$ cat src/rtl/bseq_pkg.sv
// Package: shared types and widths for the burst address sequencer.
// Assumes a four-beat burst, which fixes the beat field at two bits.
package bseq_pkg;
    localparam int BEAT_W = 2;

    typedef enum logic {
        ORD_LINEAR     = 1'b0,
        ORD_INTERLEAVE = 1'b1
    } burst_order_e;
endpackage

$ cat src/rtl/bseq_load_ctrl.sv
// Module: bseq_load_ctrl
// Decides whether this cycle loads a new external address.
// Assumes every input is sampled synchronously by the consumer of `load`.
module bseq_load_ctrl (
    input  logic strobe_cpu_n,
    input  logic strobe_ctl_n,
    input  logic chip_en_n,
    output logic load
);
    // Controller strobe always loads; processor strobe needs chip enable.
    always_comb begin
        load = ~strobe_ctl_n | (~strobe_cpu_n & ~chip_en_n);
    end
endmodule

$ cat src/rtl/bseq_beat_ctr.sv
// Module: bseq_beat_ctr
// Holds the loaded start bits and the beat count of the current burst.
// Assumes `load` has priority over `advance_n`; reset is synchronous.
module bseq_beat_ctr
    import bseq_pkg::*;
(
    input  logic              clk,
    input  logic              rst_n,
    input  logic              load,
    input  logic              advance_n,
    input  logic [BEAT_W-1:0] start_in,
    output logic [BEAT_W-1:0] start_q,
    output logic [BEAT_W-1:0] beat_q
);
    // Capture start bits on load, step the beat count on advance.
    always_ff @(posedge clk) begin
        if (!rst_n) begin
            start_q <= '0;
            beat_q  <= '0;
        end else if (load) begin
            start_q <= start_in;
            beat_q  <= '0;
        end else if (!advance_n) begin
            beat_q  <= beat_q + BEAT_W'(1);
        end
    end
endmodule

$ cat src/rtl/bseq_order_map.sv
// Module: bseq_order_map
// Maps start bits and beat count to the low address bits for the chosen order.
// Assumes the order select is a static strap; it acts combinationally.
module bseq_order_map
    import bseq_pkg::*;
(
    input  burst_order_e      order,
    input  logic [BEAT_W-1:0] start,
    input  logic [BEAT_W-1:0] beat,
    output logic [BEAT_W-1:0] low
);
    // Linear adds the beat count, interleaved XORs it with the start bits.
    always_comb begin
        if (order == ORD_LINEAR) begin
            low = start + beat;
        end else begin
            low = start ^ beat;
        end
    end
endmodule

$ cat src/rtl/burst_addr_seq.sv
// Module: burst_addr_seq (top)
// Burst address sequencer: loads a word address from either strobe and
// steps the low two bits through a four-beat burst in linear or
// interleaved order. Assumes all control inputs are synchronous to clk.
module burst_addr_seq
    import bseq_pkg::*;
#(
    parameter int ADDR_W = 18
) (
    input  logic              clk,
    input  logic              rst_n,
    input  logic [ADDR_W-1:0] addr_in,
    input  logic              strobe_cpu_n,
    input  logic              strobe_ctl_n,
    input  logic              chip_en_n,
    input  logic              advance_n,
    input  logic              order_lin_n,
    output logic [ADDR_W-1:0] addr_out,
    output logic [1:0]        beat
);
    localparam int UPPER_W = ADDR_W - BEAT_W;

    logic               load;
    logic [UPPER_W-1:0] upper_q;
    logic [BEAT_W-1:0]  start_q;
    logic [BEAT_W-1:0]  beat_q;
    logic [BEAT_W-1:0]  low_bits;
    burst_order_e       order;

    bseq_load_ctrl u_load (
        .strobe_cpu_n (strobe_cpu_n),
        .strobe_ctl_n (strobe_ctl_n),
        .chip_en_n    (chip_en_n),
        .load         (load)
    );

    bseq_beat_ctr u_ctr (
        .clk       (clk),
        .rst_n     (rst_n),
        .load      (load),
        .advance_n (advance_n),
        .start_in  (addr_in[BEAT_W-1:0]),
        .start_q   (start_q),
        .beat_q    (beat_q)
    );

    // Order pin decode: low selects linear.
    always_comb begin
        order = order_lin_n ? ORD_INTERLEAVE : ORD_LINEAR;
    end

    bseq_order_map u_map (
        .order (order),
        .start (start_q),
        .beat  (beat_q),
        .low   (low_bits)
    );

    // Upper address register: changes only on a load.
    always_ff @(posedge clk) begin
        if (!rst_n) begin
            upper_q <= '0;
        end else if (load) begin
            upper_q <= addr_in[ADDR_W-1:BEAT_W];
        end
    end

    // Output assembly.
    always_comb begin
        addr_out = {upper_q, low_bits};
        beat     = beat_q;
    end

    // Assertions
    a_r2_ctl_load: assert property (@(posedge clk) disable iff (!rst_n)
        !strobe_ctl_n |=> (beat == 2'd0 && addr_out[ADDR_W-1:BEAT_W] == $past(addr_in[ADDR_W-1:BEAT_W])));

    a_r3_cpu_gated: assert property (@(posedge clk) disable iff (!rst_n)
        (strobe_ctl_n && chip_en_n && advance_n) |=> $stable(beat) && $stable(start_q));

    a_r4_upper_fixed: assert property (@(posedge clk) disable iff (!rst_n)
        (strobe_ctl_n && (strobe_cpu_n || chip_en_n)) |=> $stable(addr_out[ADDR_W-1:BEAT_W]));

    a_r4_step: assert property (@(posedge clk) disable iff (!rst_n)
        (!load && !advance_n) |=> beat == 2'($past(beat) + 2'd1));

    a_r8_load_wins: assert property (@(posedge clk) disable iff (!rst_n)
        (load && !advance_n) |=> beat == 2'd0);

    a_r7_interleave: assert property (@(posedge clk) disable iff (!rst_n)
        order_lin_n |-> ((addr_out[1:0] ^ start_q) == beat));
endmodule

$ cat config.mk
export PLATFORM = sky130hd
export DESIGN_NAME = burst_addr_seq
export DESIGN_NICKNAME = d
export VERILOG_FILES = /design/src/rtl/bseq_pkg.sv /design/src/rtl/bseq_load_ctrl.sv /design/src/rtl/bseq_beat_ctr.sv /design/src/rtl/bseq_order_map.sv /design/src/rtl/burst_addr_seq.sv
export SDC_FILE = /design/constraint.sdc
export NUM_CORES = 1
export LEC_CHECK = 0
export ABC_CLOCK_PERIOD_IN_PS = 3600
export CORE_AREA = 2 2 46 48
export CTS_CLUSTER_SIZE = 28
export DETAILED_ROUTE_END_ITERATION = 16
export DIE_AREA = 0 0 48 50
export DONT_BUFFER_PORTS = 1
export SLEW_MARGIN = 20
export SYNTH_ARGS = -nofsm -noshare
export SYNTH_HDL_FRONTEND = slang
export SYNTH_HIERARCHICAL = 1
export SYNTH_SLANG_ARGS = --single-unit
export TNS_END_PERCENT = 30
$ cat constraint.sdc
create_clock -name clk -period 3.6 [get_ports clk]
set_clock_uncertainty 0.2 [all_clocks]
set_input_delay 0.36 -clock clk [delete_from_list [all_inputs] [get_ports clk]]
set_output_delay 0.36 -clock clk [all_outputs]
set_load 0.02 [all_outputs]
## Yosys cells after proc, flatten, opt, wreduce, memory -nomap -nowiden

Cells that the tools add are included.

| word-level totals | value |
|---|---|
| bits in registers | 20 |
| latch bits | 0 |
| bits in writable memories | 0 |
| memory bits (read-only) | 0 |
| input port bits | 25 |
| memories | 0 |

| operators by class | value |
|---|---|
| $add $sub $neg | 2 |
| $mul | 0 |
| div/mod/pow operators | 0 |
| order comparisons | 0 |
| eq/ne operators | 0 |
| shift operators | 0 |
| multiplexer cells | 2 |
| bitwise operators | 7 |
| reductions and logical operators | 1 |

Operator list:

| cell | number |
|---|---|
| $not A1 Y1 | 4 |
| $add A2 B1 Y2 const B | 1 |
| $add A2 B2 Y2 | 1 |
| $mux W2 | 1 |
| $reduce_or A2 Y1 | 1 |
| $xor A2 B2 Y2 | 1 |
| $and A1 B1 Y1 | 1 |
| $mux W1 | 1 |
| $or A1 B1 Y1 | 1 |

## Logic depth before layout (Yosys ltp)

| depth | value |
|---|---|
| depth after elaboration | 4 |
| gate-level depth with buffers | 5 |
| gate-level depth less buffers | 3 |

## Modules after synthesis

The synthesis kept the hierarchy.

By module, submodules not included:

| module | times used | cells each | area each (µm²) | sequential area each (µm²) |
|---|---|---|---|---|
| burst_addr_seq | 1 | 51 | 615.6 | 320.3 |
| bseq_beat_ctr | 1 | 14 | 163.9 | 80.1 |
| bseq_order_map | 1 | 4 | 36.3 | 0.0 |
| bseq_load_ctrl | 1 | 1 | 5.0 | 0.0 |

## Least setup slack after synthesis

OpenSTA, ideal clock, no wires.

| timing path | value |
|---|---|
| path kind | register -> output |
| from | reg u_ctr.beat_q[0] |
| to | out addr_out[1] |
| arrival | 1.088 ns |
| data required time | 3.040 ns |
| setup slack | 1.952 ns |
| stages on the path, launching flop included | 4 |
| buffers on the path | 0 |
| cell sequence | dfxtp_1 ha_1 nor2b_1 xnor2_1 |

| on the way | value |
|---|---|
| word-level cells in the longest chain between the ends | 2 |

RTL lines:

| element | line | source |
|---|---|---|
| start, declared | bseq_beat_ctr.sv:13 | `output logic [BEAT_W-1:0] beat_q` |
| start signal, assigned | bseq_beat_ctr.sv:24 | `beat_q <= beat_q + BEAT_W'(1);` |
| $add A2 B2 Y2 | bseq_order_map.sv:15 | `low = start + beat;` |
| $mux W2 | bseq_order_map.sv:14 | `if (order == ORD_LINEAR) begin` |
| end, declared | burst_addr_seq.sv:18 | `output logic [ADDR_W-1:0] addr_out,` |

No other way between the ends.

## Worst setup path after layout

Same ends and word-level chain as after synthesis.

==> flow_metrics.env <==
export IMPL_wl_per_cell_um=12.6
export IMPL_peakVddDrop_mv=0.241
export IMPL_arrival_ns=1.45
export IMPL_place_congestion=0.554
export IMPL_seq_area_frac_synth_pct=48.8
export IMPL_cts_resized=0
export IMPL_dp_hpwl_um=860
export IMPL_netlist_area_um2=821
export IMPL_p_per_area_nw_per_um2=465
export IMPL_min_period_ns=2.01
export IMPL_initial_utilization_pct=43.2
export IMPL_fin_ws_ns=1.59
export IMPL_rrSetupSlack_ns=2.41
export IMPL_status="finished, final reports clean"
export IMPL_p_comb_share_pct=10.6
export IMPL_synthDistinctLibCells=14
export IMPL_relSlewSlack_pct=49.5
export IMPL_antenna_found_initial=0
export IMPL_die_h_um=50
export IMPL_cellLeakagePower_nw=0.374
export IMPL_grt_overflow=0
export IMPL_synth_warnings=6
export IMPL_grt_use_total_pct=11.4
export IMPL_fin_setup_tns_ns=0
export IMPL_holdBufCountCts=1
export IMPL_mostFrequentLayoutCells="dfxtp_1 (20), nor2b_1 (19), mux2i_1 (18), clkbuf_4 (3), xnor2_1 (3)"
export IMPL_htree_num_levels=1
export IMPL_antenna_cells=0
export IMPL_cts_setup_buffers=0
export IMPL_clk_pin_slew_ns=0.10
export IMPL_start_kind="flop"
export IMPL_p_sw_mw=0.105
export IMPL_drtPass1Iterations=4
export IMPL_fin_area_um2=863
export IMPL_grt_pass1_vias=438
export IMPL_crit_type="reg2out"
export IMPL_switching_share_pct=26.1
export IMPL_synth_area_per_cell_um2=11.7
export IMPL_cts_sinks=20
export IMPL_grt_pass1_wl_um=1900
export IMPL_rows=16
export IMPL_core_um2=1900
export IMPL_port_buffers=0
export IMPL_die_width_um=48
export IMPL_cts_tree="yes"
export IMPL_endpoint_kind="output pin"
export IMPL_clockPowerShare_pct=24.8
export IMPL_grt_max_degree=20
export IMPL_syn_num_nets=96
export IMPL_maxCapViolations=0
export IMPL_cts_buffers=3
export IMPL_period_share_pct=55.7
export IMPL_io_pins=45
export IMPL_cts_max_path_buffers=2
export IMPL_setup_viol=0
export IMPL_crit_fanout=4
export IMPL_place_ws_ns=1.65
export IMPL_final_common_cell="dfxtp_1"
export IMPL_holdWs_ns=0.0274
export IMPL_slew_viol_final=0
export IMPL_max_freq_ghz=0.499
export IMPL_seqPwrFrac_pct=64.6
export IMPL_clk_latency_ns=0.29
export IMPL_dieArea_um2=2400
export IMPL_power_internal_mw=0.297
export IMPL_synth_cells=70
export IMPL_final_net_count=99
export IMPL_wirelength_um=1230
export IMPL_cts_root_buf="clkbuf_4"
export IMPL_ant_nets=0
export IMPL_drive_gt1_share_pct=9.86
export IMPL_drc_errors=0
export IMPL_hold_violations=0
export IMPL_cp_required_ns=3.04
export IMPL_tightest_slew_ns=0.755
export IMPL_power_mw=0.401
export IMPL_vias=474
export IMPL_avgViaCountPerCell=4.84
export IMPL_grt_setup_unrepaired="false"
export IMPL_place_area_um2=823
export IMPL_hold_class="in2reg"
export IMPL_area_growth_synth_to_final_pct=5.18
export IMPL_drtIter0Drc=3
export IMPL_ys_ff_latch=20
## final cells by class
cell class / instances / area [um2]
timing repair buffer: 1 / 10.0
tap: 27 / 33.8
clock buffer: 3 / 22.5
fill: 190 / 1040
multi-input combinational: 47 / 397
sequential: 20 / 400
## critical path: stages, from the launching register on
cell	delay, ns
dfxtp_1	0.41
ha_1	0.23
nor2b_1	0.13
xnor2_1	0.39
## final timing paths
kind                                 start                       endpoint  cells after the start
max           u_ctr/beat_q[0]$_SDFFE_PP0N_                    addr_out[1]                      3
max reg2reg   u_ctr/beat_q[0]$_SDFFE_PP0N_   u_ctr/beat_q[1]$_SDFFE_PP0N_                      3
min reg2reg  u_ctr/start_q[0]$_SDFFE_PN0P_  u_ctr/start_q[0]$_SDFFE_PN0P_                      2
min                                  rst_n   u_ctr/beat_q[0]$_SDFFE_PP0N_                      2
## cell families (layout without fill, tap and decap cells)
family / count (synthesis) / after routing / share of synthesized area [%]
flops: 20 / 20 / 48.8
fa+ha+maj: 1 / 1 / 1.52
simple gates: 24 / 24 / 19.7
compound gates: 1 / 1 / 0.609
buf+inv: 3 / 4 / 4.27
xor+xnor: 3 / 3 / 3.20
mux: 18 / 18 / 22.0
## state kept, by name, indices dropped and copies added (netlist names)
signal	flops
u_ctr/start_q	2
upper_q	16
u_ctr/beat_q	2
## routing by layer
metal	GRT usage, %	wire, um	vias to the layer above
met5	0	0	-
met4	4.05	11	0
met3	8.42	152	3
met2	16.2	515	26
met1	12.9	553	209
li1	-	-	236
## synth_stat cells, drive strengths merged
cell type  number  share of area [%]
xnor2           3                3.2
buf             2                3.8
o21ai           1               0.61
and2b           1                1.1
nand2b          1               0.76
mux2i          18                 22
clkbuf          1               0.46
nor2            1               0.46
ha              1                1.5
nor2b          20                 16
dfxtp          20                 49
nor3            1                1.2
## per-stage QoR
stage,cells,util [%]
floorplan,70,-
global placement,94,43.3
detailed placement,94,43.3
CTS,98,45.0
global route,98,45.4
finish,98,45.4
## power by group through the flow
stage / clock (mW) / sequential (mW) / combinational (mW)
floorplan: 0 / 0.262 / 0.0414
global placement: 0 / 0.265 / 0.0392
detailed placement: 0 / 0.265 / 0.0404
CTS: 0.108 / 0.260 / 0.0433
global route: 0.117 / 0.261 / 0.0479
finish: 0.0996 / 0.259 / 0.0425
No activity file was read; power rests on OpenSTA's default activity.
